<file path="src/rtl/scl_gen_pkg.sv">
package scl_gen_pkg;
  typedef enum logic [1:0] {PH_IDLE, PH_LOW, PH_WAIT, PH_HIGH} phase_e;

  localparam logic [1:0] ADDR_MODE = 2'd0;
  localparam logic [1:0] ADDR_HIGH = 2'd1;
  localparam logic [1:0] ADDR_LOW  = 2'd2;
  localparam logic [1:0] ADDR_FUNC = 2'd3;

  localparam int SEL_LSB  = 4;
  localparam int PROT_BIT = 3;
  localparam int FMP_BIT  = 7;
endpackage

</file>
<file path="src/rtl/scl_cfg_regs.sv">
module scl_cfg_regs
  import scl_gen_pkg::*;
#(
  parameter int PS_W   = 3,
  parameter int PER_W  = 5,
  parameter int DATA_W = 8
) (
  input  logic              clk_i,
  input  logic              rst_ni,
  input  logic              wr_i,
  input  logic [1:0]        addr_i,
  input  logic [DATA_W-1:0] wdata_i,
  output logic [DATA_W-1:0] rdata_o,
  output logic [PS_W-1:0]   sel_o,
  output logic [PER_W-1:0]  hi_per_o,
  output logic [PER_W-1:0]  lo_per_o,
  output logic              fmp_o
);
  logic [PS_W-1:0]  sel_q;
  logic [PER_W-1:0] hi_q, lo_q;
  logic             fmp_q;

  always_ff @(posedge clk_i or negedge rst_ni) begin
    if (!rst_ni) begin
      sel_q <= '0;
      hi_q  <= '1;
      lo_q  <= '1;
      fmp_q <= 1'b0;
    end else if (wr_i) begin
      unique case (addr_i)
        ADDR_MODE: if (wdata_i[PROT_BIT]) sel_q <= wdata_i[SEL_LSB +: PS_W];
        ADDR_HIGH: hi_q  <= wdata_i[PER_W-1:0];
        ADDR_LOW:  lo_q  <= wdata_i[PER_W-1:0];
        ADDR_FUNC: fmp_q <= wdata_i[FMP_BIT];
        default: ;
      endcase
    end
  end

  always_comb begin
    rdata_o = '0;
    unique case (addr_i)
      ADDR_MODE: rdata_o[SEL_LSB +: PS_W] = sel_q;
      ADDR_HIGH: begin rdata_o = '1; rdata_o[PER_W-1:0] = hi_q; end
      ADDR_LOW:  begin rdata_o = '1; rdata_o[PER_W-1:0] = lo_q; end
      ADDR_FUNC: rdata_o[FMP_BIT] = fmp_q;
      default: ;
    endcase
  end

  assign sel_o    = sel_q;
  assign hi_per_o = hi_q;
  assign lo_per_o = lo_q;
  assign fmp_o    = fmp_q;

  // select held unless the protect bit accompanies the write
  a_r1_sel_protect: assert property (@(posedge clk_i) disable iff (!rst_ni)
    (wr_i && addr_i == ADDR_MODE && !wdata_i[PROT_BIT]) |=> $stable(sel_q));
endmodule

</file>
<file path="src/rtl/scl_prescaler.sv">
module scl_prescaler #(
  parameter int PS_W = 3
) (
  input  logic            clk_i,
  input  logic            rst_ni,
  input  logic            clr_i,
  input  logic [PS_W-1:0] sel_i,
  output logic            tick_o
);
  localparam int CNT_W = (2 ** PS_W) - 1;

  logic [CNT_W-1:0] pre_q, lim;

  assign lim    = CNT_W'((64'd1 << sel_i) - 64'd1);
  assign tick_o = (pre_q >= lim);

  always_ff @(posedge clk_i or negedge rst_ni) begin
    if (!rst_ni)                pre_q <= '0;
    else if (clr_i || tick_o)   pre_q <= '0;
    else                        pre_q <= pre_q + CNT_W'(1);
  end
endmodule

</file>
<file path="src/rtl/scl_phase_fsm.sv">
module scl_phase_fsm
  import scl_gen_pkg::*;
#(
  parameter int PS_W     = 3,
  parameter int PER_W    = 5,
  parameter int OVH_DIV1 = 4,
  parameter int OVH_DIVN = 3
) (
  input  logic             clk_i,
  input  logic             rst_ni,
  input  logic             active_i,
  input  logic             run_i,
  input  logic             scl_hi_i,
  input  logic             tick_i,
  input  logic [PS_W-1:0]  sel_i,
  input  logic [PER_W-1:0] hi_per_i,
  input  logic [PER_W-1:0] lo_per_i,
  output logic             clr_o,
  output logic             drive_low_o,
  output logic             sda_upd_o,
  output logic             sample_o
);
  localparam int LEN_W = PER_W + 2;

  phase_e           phase_q, phase_d;
  logic [LEN_W-1:0] ph_cnt_q, len, hi_eff, lo_eff, ovh;
  logic             last, ld;

  assign hi_eff = (hi_per_i == '0) ? LEN_W'(1) : LEN_W'(hi_per_i);
  assign lo_eff = (lo_per_i == '0) ? LEN_W'(1) : LEN_W'(lo_per_i);
  assign ovh    = (sel_i == '0) ? LEN_W'(OVH_DIV1) : LEN_W'(OVH_DIVN);
  assign len    = (phase_q == PH_HIGH) ? hi_eff + ovh : lo_eff + ovh;
  assign last   = (ph_cnt_q >= len - LEN_W'(1));

  always_comb begin
    phase_d = phase_q;
    ld      = 1'b0;
    if (!active_i) begin
      phase_d = PH_IDLE;
      ld      = 1'b1;
    end else begin
      unique case (phase_q)
        PH_IDLE: if (run_i) begin phase_d = PH_LOW; ld = 1'b1; end
        PH_LOW:  if (tick_i && last) begin phase_d = PH_WAIT; ld = 1'b1; end
        PH_WAIT: if (scl_hi_i) begin phase_d = PH_HIGH; ld = 1'b1; end
        PH_HIGH: if (tick_i && last) begin
          phase_d = run_i ? PH_LOW : PH_IDLE;
          ld      = 1'b1;
        end
        default: begin phase_d = PH_IDLE; ld = 1'b1; end
      endcase
    end
  end

  assign clr_o = ld || phase_q == PH_IDLE || phase_q == PH_WAIT;

  always_ff @(posedge clk_i or negedge rst_ni) begin
    if (!rst_ni) begin
      phase_q  <= PH_IDLE;
      ph_cnt_q <= '0;
    end else begin
      phase_q <= phase_d;
      if (clr_o)       ph_cnt_q <= '0;
      else if (tick_i) ph_cnt_q <= ph_cnt_q + LEN_W'(1);
    end
  end

  assign drive_low_o = (phase_q == PH_LOW);
  assign sda_upd_o   = (phase_q == PH_LOW) && tick_i &&
                       (ph_cnt_q == ((len - LEN_W'(1)) >> 1));
  assign sample_o    = (phase_q == PH_HIGH) && tick_i && last;

  // high count only begins after the synchronised line read high
  a_r5_high_after_sync: assert property (@(posedge clk_i) disable iff (!rst_ni)
    (phase_q == PH_HIGH && $past(phase_q) == PH_WAIT) |-> $past(scl_hi_i));
endmodule

</file>
<file path="src/rtl/scl_rate_gen.sv">
module scl_rate_gen
  import scl_gen_pkg::*;
#(
  parameter int PS_W        = 3,
  parameter int PER_W       = 5,
  parameter int OVH_DIV1    = 4,
  parameter int OVH_DIVN    = 3,
  parameter int SYNC_STAGES = 2
) (
  input  logic       clk_i,
  input  logic       rst_ni,
  input  logic       enable_i,
  input  logic       soft_rst_i,
  input  logic       run_i,
  input  logic       reg_wr_i,
  input  logic [1:0] reg_addr_i,
  input  logic [7:0] reg_wdata_i,
  output logic [7:0] reg_rdata_o,
  input  logic       scl_i,
  output logic       scl_drive_low_o,
  output logic       sda_upd_o,
  output logic       sample_o,
  output logic       fmp_en_o
);
  logic [PS_W-1:0]        sel;
  logic [PER_W-1:0]       hi_per, lo_per;
  logic [SYNC_STAGES-1:0] sync_q;
  logic                   active, tick, clr;

  assign active = enable_i && !soft_rst_i;

  always_ff @(posedge clk_i or negedge rst_ni) begin
    if (!rst_ni) sync_q <= '0;
    else         sync_q <= {sync_q[SYNC_STAGES-2:0], scl_i};
  end

  scl_cfg_regs #(.PS_W(PS_W), .PER_W(PER_W), .DATA_W(8)) u_regs (
    .clk_i    (clk_i),
    .rst_ni   (rst_ni),
    .wr_i     (reg_wr_i),
    .addr_i   (reg_addr_i),
    .wdata_i  (reg_wdata_i),
    .rdata_o  (reg_rdata_o),
    .sel_o    (sel),
    .hi_per_o (hi_per),
    .lo_per_o (lo_per),
    .fmp_o    (fmp_en_o)
  );

  scl_prescaler #(.PS_W(PS_W)) u_pre (
    .clk_i  (clk_i),
    .rst_ni (rst_ni),
    .clr_i  (clr),
    .sel_i  (sel),
    .tick_o (tick)
  );

  scl_phase_fsm #(
    .PS_W(PS_W), .PER_W(PER_W), .OVH_DIV1(OVH_DIV1), .OVH_DIVN(OVH_DIVN)
  ) u_fsm (
    .clk_i       (clk_i),
    .rst_ni      (rst_ni),
    .active_i    (active),
    .run_i       (run_i),
    .scl_hi_i    (sync_q[SYNC_STAGES-1]),
    .tick_i      (tick),
    .sel_i       (sel),
    .hi_per_i    (hi_per),
    .lo_per_i    (lo_per),
    .clr_o       (clr),
    .drive_low_o (scl_drive_low_o),
    .sda_upd_o   (sda_upd_o),
    .sample_o    (sample_o)
  );

  // disabled or in internal reset -> released and silent next cycle
  a_r7_off_released: assert property (@(posedge clk_i) disable iff (!rst_ni)
    !active |=> (!scl_drive_low_o && !sda_upd_o && !sample_o));
  // the SDA update strobe only appears while SCL is pulled low
  a_r8_upd_in_low: assert property (@(posedge clk_i) disable iff (!rst_ni)
    sda_upd_o |-> scl_drive_low_o);
  // after a sample strobe the next phase follows run_i
  a_r9_sample_run: assert property (@(posedge clk_i) disable iff (!rst_ni)
    (sample_o && run_i && active) |=> scl_drive_low_o);
  a_r9_sample_stop: assert property (@(posedge clk_i) disable iff (!rst_ni)
    (sample_o && !run_i) |=> !scl_drive_low_o);
endmodule

</file>
<file path="config.mk">
export PLATFORM = sky130hd
export DESIGN_NAME = scl_rate_gen
export DESIGN_NICKNAME = d
export VERILOG_FILES = /design/src/rtl/scl_gen_pkg.sv /design/src/rtl/scl_cfg_regs.sv /design/src/rtl/scl_prescaler.sv /design/src/rtl/scl_phase_fsm.sv /design/src/rtl/scl_rate_gen.sv
export SDC_FILE = /design/constraint.sdc
export NUM_CORES = 1
export LEC_CHECK = 0
export ABC_AREA = 0
export BUFFER_PORTS_ARGS = -buffer_cell sky130_fd_sc_hd__buf_2
export CAP_MARGIN = 10
export CELL_PAD_IN_SITES_DETAIL_PLACEMENT = 1
export CELL_PAD_IN_SITES_GLOBAL_PLACEMENT = 1
export CORE_MARGIN = 2
export CORE_UTILIZATION = 42
export DETAILED_ROUTE_END_ITERATION = 16
export MAX_ROUTING_LAYER = met4
export PLACE_DENSITY_LB_ADDON = 0.1
export SLEW_MARGIN = 10
export SYNTH_ARGS = -nofsm -noshare
export SYNTH_HDL_FRONTEND = slang
export SYNTH_HIERARCHICAL = 1
export SYNTH_SLANG_ARGS = --single-unit
</file>
<file path="constraint.sdc">
create_clock -name clk_i -period 5.8 [get_ports clk_i]
set_input_delay 1.74 -clock clk_i [delete_from_list [all_inputs] [get_ports clk_i]]
set_output_delay 1.74 -clock clk_i [all_outputs]
set_load 0.1 [all_outputs]
</file>
-- Word-level counts from Yosys, hierarchy flattened
Index checks and enable logic that the tools add are counted.
- add/subtract/negate cells: 6
- magnitude comparators: 2
- equal/unequal tests: 11
- shifts and indexed selects: 1
- mux-type cells: 22
- reduce and logical (&&, ||, !) cells: 23
- operators by type and width (cell ; count):
    2-to-1 mux 7 bit ; 4
    adder 7 x 1 -> 7 bit (second input constant) ; 2
    adder 7 bit ; 2
    greater-or-equal comparator 7 bit ; 2
    subtractor 7 x 1 -> 7 bit (second input constant) ; 2
    != test 3 bit (second input constant) ; 4
    zero test 5 bit ; 2
    2-to-1 mux 2 bit ; 5
    2-to-1 mux 5 bit ; 2
    case mux 3 bit (3 select lines) ; 1
    equality test 2 bit (second input constant) ; 4
    case mux 2 bit (4 select lines) ; 1
    case mux 4 bit (2 select lines) ; 1
    equality test 7 x 6 -> 1 bit ; 1
    left shift 1 x 3 -> 7 bit (first input constant) ; 1
    logical AND 1 bit ; 6
    AND reduction 2 bit ; 3
    2-to-1 mux 1 bit ; 5
    equality test 2 x 1 -> 1 bit (second input constant) ; 2
    zero test 2 bit ; 2
    AND reduction 4 bit ; 1
    OR reduction 2 bit ; 2
    zero test 3 bit ; 1
    logical OR 1 bit ; 3
    6 further kinds ; 6
- register bits: 32
- input bits: 17
- output and inout bits: 12
- logic and storage cells: 73

-- Depth between registers and ports, before layout
Gate-level depths: netlist (run 1).
- depth after elaboration: 14
- gate-level depth with buffers: 16
- depth with buffers taken out: 16

-- Cells and area by module
Netlist (run 1), hierarchy kept.
- modules (own cells, without submodules) (module ; instances ; cells an instance ; area an instance (um^2) ; sequential area each (um^2)):
    scl_phase_fsm ; 1 ; 142 ; 1277.5 ; 225.2
    scl_cfg_regs ; 1 ; 55 ; 704.4 ; 362.8
    scl_prescaler ; 1 ; 50 ; 480.5 ; 175.2
    scl_rate_gen ; 1 ; 3 ; 63.8 ; 50.0

-- Least setup slack after synthesis (run 1)
No wires, ideal clock.
- kind: register to output
- from: reg u_regs.sel_q[1] (netlist: u_regs/sel_o[1])
- to: out sda_upd_o
- arrival time: 4816 ps
- required time: 4060 ps
- setup slack: -756 ps
- stages on the path, launching flop included: 11
- path buffers: 0
- cells stage by stage: dfrtp_1 > or3_1 > ha_1 > fa_1 > a21o_1 > nor4b_1 > or4b_4 > a2111o_1 > xor2_1 > nand2_1 > nor4b_2
- longest elaborated chain between the ends: 7
- elaborated cells between the ends (all ways): 12
- ends and longest elaborated chain (what ; line ; source):
    start, declared ; scl_cfg_regs.sv:19 ; logic [PS_W-1:0] sel_q;
    start signal, assigned ; scl_cfg_regs.sv:31 ; ADDR_MODE: if (wdata_i[PROT_BIT]) sel_q <= wdata_i[SEL_LSB +: PS_W];
    zero test 3 bit ; scl_phase_fsm.sv:31 ; assign ovh = (sel_i == '0) ? LEN_W'(OVH_DIV1) : LEN_W'(OVH_DIVN);
    2-to-1 mux 3 bit ; scl_phase_fsm.sv:31 ;
    adder 7 bit ; scl_phase_fsm.sv:32 ; assign len = (phase_q == PH_HIGH) ? hi_eff + ovh : lo_eff + ovh;
    2-to-1 mux 7 bit ; scl_phase_fsm.sv:32 ;
    subtractor 7 x 1 -> 7 bit ; scl_phase_fsm.sv:70 ; (ph_cnt_q == ((len - LEN_W'(1)) >> 1));
    equality test 7 x 6 -> 1 bit ; scl_phase_fsm.sv:70 ;
    logical AND 1 bit * ; scl_phase_fsm.sv:69 ; assign sda_upd_o = (phase_q == PH_LOW) && tick_i &&
    end, declared ; scl_rate_gen.sv:21 ; output logic sda_upd_o,
Mark *: on every way between the ends. The rest lies on a longest branch, timed or not.

-- Worst setup path after layout (run 1)
- from: reg u_regs.sel_q[2] (netlist: u_regs/sel_o[2])
- to: reg u_fsm.phase_q[0]
- longest elaborated chain between the ends: 9
- elaborated cells between the ends (all ways): 14
- ends and longest elaborated chain (what ; line ; source):
    zero test 3 bit ; scl_phase_fsm.sv:31 ;
    2-to-1 mux 3 bit ; scl_phase_fsm.sv:31 ;
    adder 7 bit ; scl_phase_fsm.sv:32 ;
    2-to-1 mux 7 bit ; scl_phase_fsm.sv:32 ;
    subtractor 7 x 1 -> 7 bit ; scl_phase_fsm.sv:33 ; assign last = (ph_cnt_q >= len - LEN_W'(1));
    greater-or-equal comparator 7 bit ; scl_phase_fsm.sv:33 ;
    logical AND 1 bit * ; scl_phase_fsm.sv:44, scl_phase_fsm.sv:46 ;
    != test 3 bit (no source line) ; -- ;
    AND reduction 4 bit (no source line) * ; -- ;
    end signal, assigned ; scl_phase_fsm.sv:62 ; phase_q <= phase_d;
    end, declared ; scl_phase_fsm.sv:25 ; phase_e phase_q, phase_d;
Marks and branches as above.
A chain may end at the register's enable or synchronous reset.

==> metrics.md, run 1 <==
| Metric | Value |
|---|---|
| Finished Core Util | `a little under three fifths` |
| CP max stage delay | `slightly above 0.5 ns` |
| Layout cells sized above 1 | `between 40% and 50%` |
| Vias | `between 2000 and 2500` |
| Worst slew margin | `between 40% and 50%` |
| CTS max path bufs | `2` |
| Final Skew | `around 0.0083 ns` |
| Post-Syn Nets | `302` |
| Final Hold Vio Count | `0` |
| Min-Delay Endpoint | `sync_q[1]` |
| Distinct cells, synth | `54` |
| Port Buffers | `28` |
| Max_cap viols | `0` |
| YS warnings | `6` |
| Cells after DPL | `around 360` |
| Post-synth EDFFs | `0` |
| Most frequent cells in the layout | `31 x buf_4, 27 x ha_1, 26 x buf_2` |
| Cells after Synth | `250` |
| I/O Pins | `29` |
| Area occupied by multi-input gates | `1829 um2` |
| Critical-path top delay cell | `or4b_4` |
| Hold Path Cell Cnt | `0` |
| H-Tree Level Count | `2` |
| Initial antenna violation count | `0` |
| Clock tree root driver cell | `clkbuf_8` |
| Global-route usage over all layers | `around 20%` |
| Post-route insts no fill | `389` |
| Crit path arrival time | `5.95 ns` |
| WS Path Type | `reg -> reg` |
| Status | `finished clean` |
| Die height | `between 80 and 90 um` |
| CORE AREA | `a little under 6000 um2` |
| Clock transition at path regs | `about 0.08 ns` |
| Post-DR wirelength/cell | `17.02 um` |
| Post-DRT Antenna Nets | `0` |
| Die Area | `around 6700 um2` |
| Pre-Repair DR Iteration Count | `4` |
| Area growth syn-to-layout | `31.55%` |
| Worst setup EP type | `register` |
| Tcrit/Tclk final | `between 90% and 100%` |
| Nets@finish | `365` |
| VDD IR max | `0.1667 mV` |
| Register area share after synthesis | `around a third` |
| Top cell by count, worst path | `buf_4` |
| Hold_sp | `sync_q[0]` |
| HP Class | `reg -> reg` |
| Reg2Reg Depth | `29` |
| Slew Viols, Final | `0` |
| Ant diodes | `0` |
| RSZ-0062 raised after global routing | `yes` |
| Placer Congestion | `roughly 0.8` |
| CP Max Fanout | `4` |
| Largest net degree at the start of global routing | `33` |
| CTS tree | `done` |
| Num CTS Buffers | `5` |
| Synth top area cells | `dfrtp_1 22%, ha_1 16%, dfstp_2 10%, mux2_2 6.2%, xor2_1 4.5%` |
| Clock Latency Late Sink | `around 0.28 ns` |
| FP Rows | `28` |
| RR Startpoint | `u_regs/sel_o[2]` |
| Vias per cell | `5.383` |
| Die W | `between 80 and 90 um` |
| Register area | `813.3 um2` |
| Post-DP HPWL | `between 4000 and 5000 um` |
| GRT overflow | `0` |
| Placed cell areas | `about 2900 um2` |
| RR Endpoint | `u_fsm/phase_q[0]` |
| Initial core utilization | `a little over two fifths` |
| Yosys top cell area share | `between 20% and 30%` |
| Mapped Area | `~2500 um2` |
| Initial DRC Count | `60` |
| Setup TNS | `0 ns` |
| Post-synth top flop | `dfrtp_1` |
| Post-route cell area | `between 3000 and 4000 um2` |
| Asr flop ratio synth | `100.0%` |
| DRC | `0` |
| Fin Hold WS | `around 0.38 ns` |
| R2R Setup Slk | `between 0.0003 and 0.0004 ns` |
| Mean Syn Cell Area | `between 10 and 15 um2` |
| Routed WL | `about 6600 um` |
| Leading area contributor after synthesis | `dfrtp_1` |
| Worst-Margin Slew | `between 0.7 and 0.8 ns` |
| Global-route wire length before repair | `slightly above 10000 um` |
| Post-route minimum period | `between 5 and 6 ns` |
| Fillers | `636` |
| Worst EP required | `approximately 6.0 ns` |
| Commonest non-fill, non-tap cell in the layout | `buf_4` |
| CP Launch Type | `register` |
| Vias in the first global route | `~2100` |
| Synthesized flop and latch total | `32` |
| Final setup violating endpoints | `0` |
| Fmax | `172.4 MHz` |
| Pleak | `~1.5 nW` |
| Num Clock Sinks | `32` |
| Power per cell area | `between 300 and 400 nW/um2` |
-- flip-flops by register name, indices dropped and copies added, names as in the netlist --
name / flops
u_fsm/ph_cnt_q: 7
sync_q: 2
u_fsm/phase_q: 2
u_pre/pre_q: 7
u_regs/lo_per_o: 5
u_regs/hi_per_o: 5
u_regs/sel_o: 3
u_regs/fmp_o: 1
-- power breakdown --
group	switching, mW	internal (mW)
Sequential	0.0292	0.255
Combinational	0.311	0.266
Clock	0.0850	0.0965
Total	0.426	0.618
-- Yosys cell counts, types with 3 or more instances --
| master | n |
|---|---|
| a21o_1 | 5 |
| nor2b_1 | 4 |
| inv_1 | 14 |
| mux2_2 | 14 |
| nand2_1 | 13 |
| o21ai_0 | 3 |
| ha_1 | 33 |
| nor2_1 | 19 |
| xor2_1 | 13 |
| xnor2_1 | 8 |
| nand4_1 | 3 |
| dfrtp_1 | 22 |
| a21oi_1 | 14 |
| mux2i_1 | 5 |
| or3_1 | 3 |
| dfstp_2 | 10 |
| nand3_1 | 7 |
| clkbuf_1 | 5 |
| a22oi_1 | 4 |
| nor4_1 | 7 |
-- kinds of logic (layout without fill, tap and decap cells) --
logic type	Yosys count	in the layout	share of synthesized area [%]
buffers and inverters	20	84	3.269
flip-flops	32	32	32.19
XOR/XNOR	23	23	8.569
AND/OR/NAND/NOR	75	75	16.54
multiplexers	20	20	9.113
adder cells (fa/ha/maj)	35	35	17.93
AO/OA/AOI/OAI	45	45	12.38
-- worst max-delay path, delay by kind of cell, from the launching register on --
family | cells | cell delay (ns)
flip-flops | 1 | 0.38
AO/OA/AOI/OAI | 5 | 1.10
buffers and inverters | 17 | 2.11
AND/OR/NAND/NOR | 5 | 1.48
adder cells (fa/ha/maj) | 2 | 0.60
-- worst max-delay path by stage --
stage | from | to | slack, ns | cells after the start
final | u_regs/sel_o[2] | u_fsm/phase_q[0] | 0.0003 | 29
after global routing | u_regs/sel_o[2] | u_fsm/phase_q[0] | -0.15 | 29
after CTS | u_regs/sel_o[0] | sample_o | 0.008 | 13
after detailed placement | u_regs/sel_o[1] | sample_o | -0.06 | 13
after global placement | u_regs/sel_o[1] | sample_o | 0.05 | 13
after floorplan | u_regs/sel_o[1] | sda_upd_o | 0.02 | 10
-- repair_timing --
action,CTS,global route
endpoints found under the setup margin,1,2
hold buffers,0,0
hold endpoints to repair,0,0
pin swaps,7,4
resized for setup,12,26
buffers inserted,20,2
-- routing by layer --
| layer | track usage (%) | vias to the layer above | share of wire (%) |
|---|---|---|---|
| li1 | - | 1025 | - |
| met1 | 27.57 | 1033 | 47 |
| met2 | 31.72 | 26 | 50 |
| met3 | 3.846 | 10 | 2.5 |
| met4 | 3.898 | 0 | 1.3 |
| met5 | - | - | 0 |
-- layout make-up --
cell class / instances / share of cell area (%)
Clock buffer: 7 / 2.598
Tap cell: 75 / 2.824
Inverter: 14 / 1.694
Timing Repair Buffer: 62 / 13.14
Multi-Input combinational cell: 198 / 55.05
Sequential cell: 32 / 24.47
Clock inverter: 1 / 0.2259
-- stage by stage --
| stage | worst slack (ns) | total power, mW |
|---|---|---|
| detailed placement | -0.05668 | 0.7564 |
| finish | 0.0003446 | 1.043 |
| global route | -0.1465 | 1.113 |
| global placement | 0.04825 | 0.7505 |
| CTS | 0.008353 | 0.9640 |
| floorplan | 0.02141 | 0.6377 |
Power figures use the tool's default switching activity.
==> run 2: changes to the inputs <==
Settings changed: CORE_UTILIZATION 42 to 50.
Clock period 5.8 ns to 7.2 ns, I/O delays scaled along.
==> metrics.md, run 2 (synthesized netlist as in run 1, its figures left out) <==
| Metric | Value |
|---|---|
| Status | `finished clean` |
| Slew Viols, Final | `0` |
| Most frequent cells in the layout | `33 x ha_1, 28 x buf_2, 22 x dfrtp_1` |
| Area growth syn-to-layout | `13.22%` |
| CP max stage delay | `slightly below 0.6 ns` |
| Port Buffers | `28` |
| Hold Path Cell Cnt | `0` |
| HP Class | `reg -> reg` |
| Vias per cell | `about 5.6` |
| Largest net degree at the start of global routing | `33` |
| Vias in the first global route | `2102` |
| Global-route wire length before repair | `roughly 10000 um` |
| Final Skew | `around 0.0080 ns` |
| CTS max path bufs | `2` |
| Worst setup EP type | `primary output` |
| DR WL met2 | `~3200 um` |
| Final Hold Vio Count | `0` |
| Met3 wire len | `between 100 and 150 um` |
| Num CTS Buffers | `5` |
| Reg2Reg Depth | `15` |
| WS Path Type | `reg -> out` |
| Clock tree root driver cell | `clkbuf_8` |
| VDD IR max | `0.1620 mV` |
| Crit path arrival time | `just under 5 ns` |
| CTS tree | `done` |
| Post-DRT Antenna Nets | `0` |
| RSZ-0062 raised after global routing | `no` |
| Die height | `75.08 um` |
| Tcrit/Tclk final | `roughly 97%` |
| Max_cap viols | `0` |
| DRC | `0` |
| Routed WL | `5971 um` |
| Pleak | `approximately 1.3 nW` |
| Setup TNS | `0 ns` |
| CP Launch Type | `register` |
| Post-DR wirelength/cell | `17.16 um` |
| Power per cell area | `between 200 and 300 nW/um2` |
| Pre-Repair DR Iteration Count | `4` |
| CP Max Fanout | `9` |
| Post-cts resize count | `0` |
| Final setup violating endpoints | `0` |
| Critical-path top delay cell | `or4b_4` |
| Ant diodes | `0` |
| FP Rows | `25` |
| Vias | `1953` |
| Nets@finish | `332` |
| Top sig layer | `met4` |
| Initial DRC Count | `between 40 and 50` |
| Worst slew margin | `slightly above 50%` |
| Commonest non-fill, non-tap cell in the layout | `ha_1` |
| I/O Pins | `29` |
| Placer Congestion | `a little under 0.9` |
| Die W | `about 75 um` |
| Cells after DPL | `340` |
| Initial antenna violation count | `0` |
| Fmax | `143.0 MHz` |
| Post-DP HPWL | `4558 um` |
| Layout cells sized above 1 | `26.33%` |
| Die Area | `5637 um2` |
| Post-route insts no fill | `348` |
| Post-route minimum period | `between 6 and 7 ns` |
| CORE AREA | `around 4800 um2` |
| # hold bufs at CTS | `0` |
| Worst-Margin Slew | `0.7294 ns` |
| GRT overflow | `0` |
| Initial core utilization | `~53%` |
| Largest registers | `u_fsm/ph_cnt_q: 7 flops, u_pre/pre_q: 7 flops` |
| Clock Latency Late Sink | `approximately 0.28 ns` |
| Cell Chain, Critical Path | `or3_1 -> ha_1 -> fa_1 -> a21o_1 -> nor4b_1 -> or4b_4 -> a211oi_2 -> xnor2_1 -> ha_1 -> o21a_1 -> o21a_1 -> o21ai_0 -> nor2_1 -> and2_1 -> buf_2` |
| H-Tree Level Count | `2` |
| Num Clock Sinks | `32` |
| Post-CTS setup buffer count | `0` |
| Clock transition at path regs | `0.07 ns` |
| Metal-1 WL | `roughly 2600 um` |
| Global-route usage over all layers | `24.42%` |
| Worst EP required | `around 5 ns` |
## run 2: final timing paths
check | startpoint | end | slack (ns)
hold reg to reg | sync_q[0] | sync_q[1] | 0.36
hold / removal | sync_q[0] | sync_q[1] | 0.36
min in group asynchronous | rst_ni | u_pre/pre_q[6] | 1.93
max in group asynchronous | rst_ni | u_fsm/phase_q[0] | 4.79
setup reg to reg | u_regs/sel_o[1] | u_pre/pre_q[0] | 2.43
setup / recovery | u_regs/sel_o[1] | sample_o | 0.21
## run 2: area by class of cell
cell class              count  area, um2
fillers                   553       1926
flip-flops and latches     32      813.3
clock buffers               7      96.34
clock inverters             1      30.03
inverters                  14      52.55
well taps                  67      83.83
repair buffers             29      147.6
multi-input cells         198       1637
## run 2: report_power, final
| group | internal [mW] | leakage, nW | total, mW | switching, mW |
|---|---|---|---|---|
| clock network | 0.122 | 0.0645 | 0.190 | 0.0679 |
| logic | 0.151 | 0.855 | 0.363 | 0.212 |
| registers | 0.205 | 0.399 | 0.231 | 0.0260 |
## run 2: metal layers
metal,up-vias,track usage [%]
met3,2,4.016
met1,956,28.10
li1,964,-
met5,-,-
met4,0,3.968
met2,31,45.03
## run 2: per-stage QoR
step	util, %	hold WS, ns	setup WS (ns)	area [um2]	power [mW]
after global placement	56.99	0.3325	0.6669	2728	0.5697
after CTS	59.63	0.3585	0.1843	2854	0.7881
after floorplan	-	0.3312	0.2237	2526	0.5082
final	59.76	0.3562	0.2066	2860	0.7843
after global routing	59.76	0.3620	0.02035	2860	0.8350
after detailed placement	56.99	0.3427	0.5271	2728	0.5853
## run 2: critical path, delay by kind of cell, from the launching register on
| family | cells | cell delay [ns] |
|---|---|---|
| AND/OR/NAND/NOR | 5 | 1.55 |
| XOR/XNOR | 1 | 0.22 |
| buffers and inverters | 1 | 0.29 |
| adder cells (fa/ha/maj) | 3 | 0.99 |
| flip-flops | 1 | 0.47 |
| AO/OA/AOI/OAI | 5 | 1.03 |
==> run 3: changes to the inputs <==
Settings changed: CORE_ASPECT_RATIO set to 1.1.
==> metrics.md, run 3 (synthesized netlist as in run 1, its figures left out) <==
| Metric | Value |
|---|---|
| WS Path Type | `reg -> out` |
| Nets@finish | `between 300 and 400` |
| Post-DRT Antenna Nets | `0` |
| Worst setup EP type | `primary output` |
| Setup TNS | `0 ns` |
| CP Max Fanout | `9` |
| GRT overflow | `0` |
| Die height | `about 80 um` |
| Vias in the first global route | `between 2000 and 2500` |
| Tcrit/Tclk final | `between 90 and 100%` |
| Post-DP HPWL | `between 4000 and 5000 um` |
| Vias per cell | `about 5.8` |
| Fmax | `145.0 MHz` |
| Global-route wire length before repair | `approximately 9900 um` |
| HP Class | `reg -> reg` |
| Crit path arrival time | `4.74 ns` |
| Clock transition at path regs | `0.07 ns` |
| VDD IR max | `0.1410 mV` |
| RR Startpoint | `u_regs/sel_o[1]` |
| Worst slew margin | `between 50% and 60%` |
| Min-Delay Endpoint | `sync_q[1]` |
| Pleak | `approximately 1.3 nW` |
| I/O Pins | `29` |
| H-Tree Level Count | `2` |
| Global-route usage over all layers | `between 20% and 30%` |
| Placer Congestion | `0.8284` |
| Initial core utilization | `around half` |
| Pre-Repair DR Iteration Count | `4` |
| Final setup violating endpoints | `0` |
| Worst EP required | `~5 ns` |
| PnR worst setup slack | `roughly 0.30 ns` |
| RR Endpoint | `u_pre/pre_q[5]` |
| Clock Latency Late Sink | `0.28 ns` |
| Hold_sp | `sync_q[0]` |
| Largest net degree at the start of global routing | `33` |
| Reg2Reg Depth | `13` |
| Slew Viols, Final | `0` |
| Die Area | `~5600 um2` |
| Commonest non-fill, non-tap cell in the layout | `ha_1` |
| Final Skew | `roughly 0.0076 ns` |
| CTS max path bufs | `2` |
| # hold bufs at CTS | `0` |
| Num Clock Sinks | `32` |
| Area growth syn-to-layout | `12.78%` |
| Layout cells sized above 1 | `26.33%` |
| Place WS | `0.5080 ns` |
| Num CTS Buffers | `5` |
| RSZ-0062 raised after global routing | `no` |
| CORE AREA | `roughly 4900 um2` |
| DRC | `0` |
| Initial DRC Count | `77` |
| Largest registers | `u_fsm/ph_cnt_q: 7 flops, u_pre/pre_q: 7 flops` |
| Ant diodes | `0` |
| Clock tree root driver cell | `clkbuf_8` |
| Routed WL | `5813 um` |
| Die W | `approximately 72 um` |
| Post-route minimum period | `approximately 6.9 ns` |
| Hold Path Cell Cnt | `0` |
| CTS tree | `done` |
| FP Rows | `27` |
| Overall power | `between 700 and 800 uW` |
| Most frequent cells in the layout | `33 x ha_1, 28 x buf_2, 22 x dfrtp_1` |
| Initial antenna violation count | `0` |
| Post-DR wirelength/cell | `roughly 17 um` |
| R2R Setup Slk | `around 2.5 ns` |
| Max_cap viols | `0` |
| Status | `finished clean` |
| Port Buffers | `28` |
| Worst-Margin Slew | `~0.75 ns` |
| Final Hold Vio Count | `0` |
| Vias | `1961` |
| CP Launch Type | `register` |
| Power per cell area | `roughly 270 nW/um2` |
run 3: cell types whose count changed in the layout (fill, tap and decap cells not counted):
cell     delta
o21ai_0     -1
o21ai_1     +1
run 3: worst max-delay path, stage by stage (launching register included):
cell and delay (ns):
dfrtp_1 0.45, or3_1 0.58, ha_1 0.30, fa_1 0.40, a21o_1 0.20, nor4b_1 0.14, or4b_4 0.58, a2111o_1 0.41
ha_1 0.22, or3_1 0.37, a221oi_2 0.25, nor2_1 0.11, and2_1 0.16, buf_2 0.28
run 3: cell type report:
cell class | count | area [um2]
tap | 58 | 72.57
inverter | 14 | 52.55
fill | 577 | 2083
clock buffer | 7 | 96.34
timing repair buffer | 29 | 147.6
sequential | 32 | 813.3
multi-input combinational | 198 | 1637
clock inverter | 1 | 30.03
run 3: worst max path at each step:
stage,from,slack (ns),cells after the start,end
5_1_grt,u_regs/sel_o[1],0.06,15,sample_o
4_1_cts,u_regs/sel_o[1],0.17,13,sample_o
3_5_place_dp,u_regs/sel_o[1],0.51,13,sample_o
2_1_floorplan,u_regs/sel_o[1],0.22,10,sda_upd_o
3_3_place_gp,u_regs/sel_o[1],0.61,13,sample_o
6_report,u_regs/sel_o[1],0.30,13,sample_o
run 3: power breakdown:
| part | internal, mW | switching [mW] | leakage [nW] |
|---|---|---|---|
| sequential | 0.205 | 0.0254 | 0.399 |
| combinational | 0.150 | 0.209 | 0.855 |
| clock | 0.122 | 0.0678 | 0.0645 |
run 3: metal layers:
metal / routed length (um) / GRT usage [%] / up-vias
met5: 0 / - / -
met4: 49 / 4.528 / 0
met3: 111 / 4.236 / 5
met2: 3002 / 39.81 / 16
met1: 2650 / 28.03 / 971
li1: - / - / 969
run 3: what timing repair did:
item,4_1_cts,5_1_grt
setup buffers,0,0
hold endpoints to repair,0,0
endpoints found under the setup margin,0,1
gates resized for setup,0,2
run 3: through the flow:
step | hold WS (ns) | util, % | instance area [um2] | instances
floorplan | 0.3312 | - | 2526 | 250
global placement | 0.3438 | 55.07 | 2716 | 331
detailed placement | 0.3682 | 55.07 | 2716 | 331
CTS | 0.3817 | 57.64 | 2843 | 339
global route | 0.3915 | 57.76 | 2849 | 339
finish | 0.3649 | 57.76 | 2849 | 339
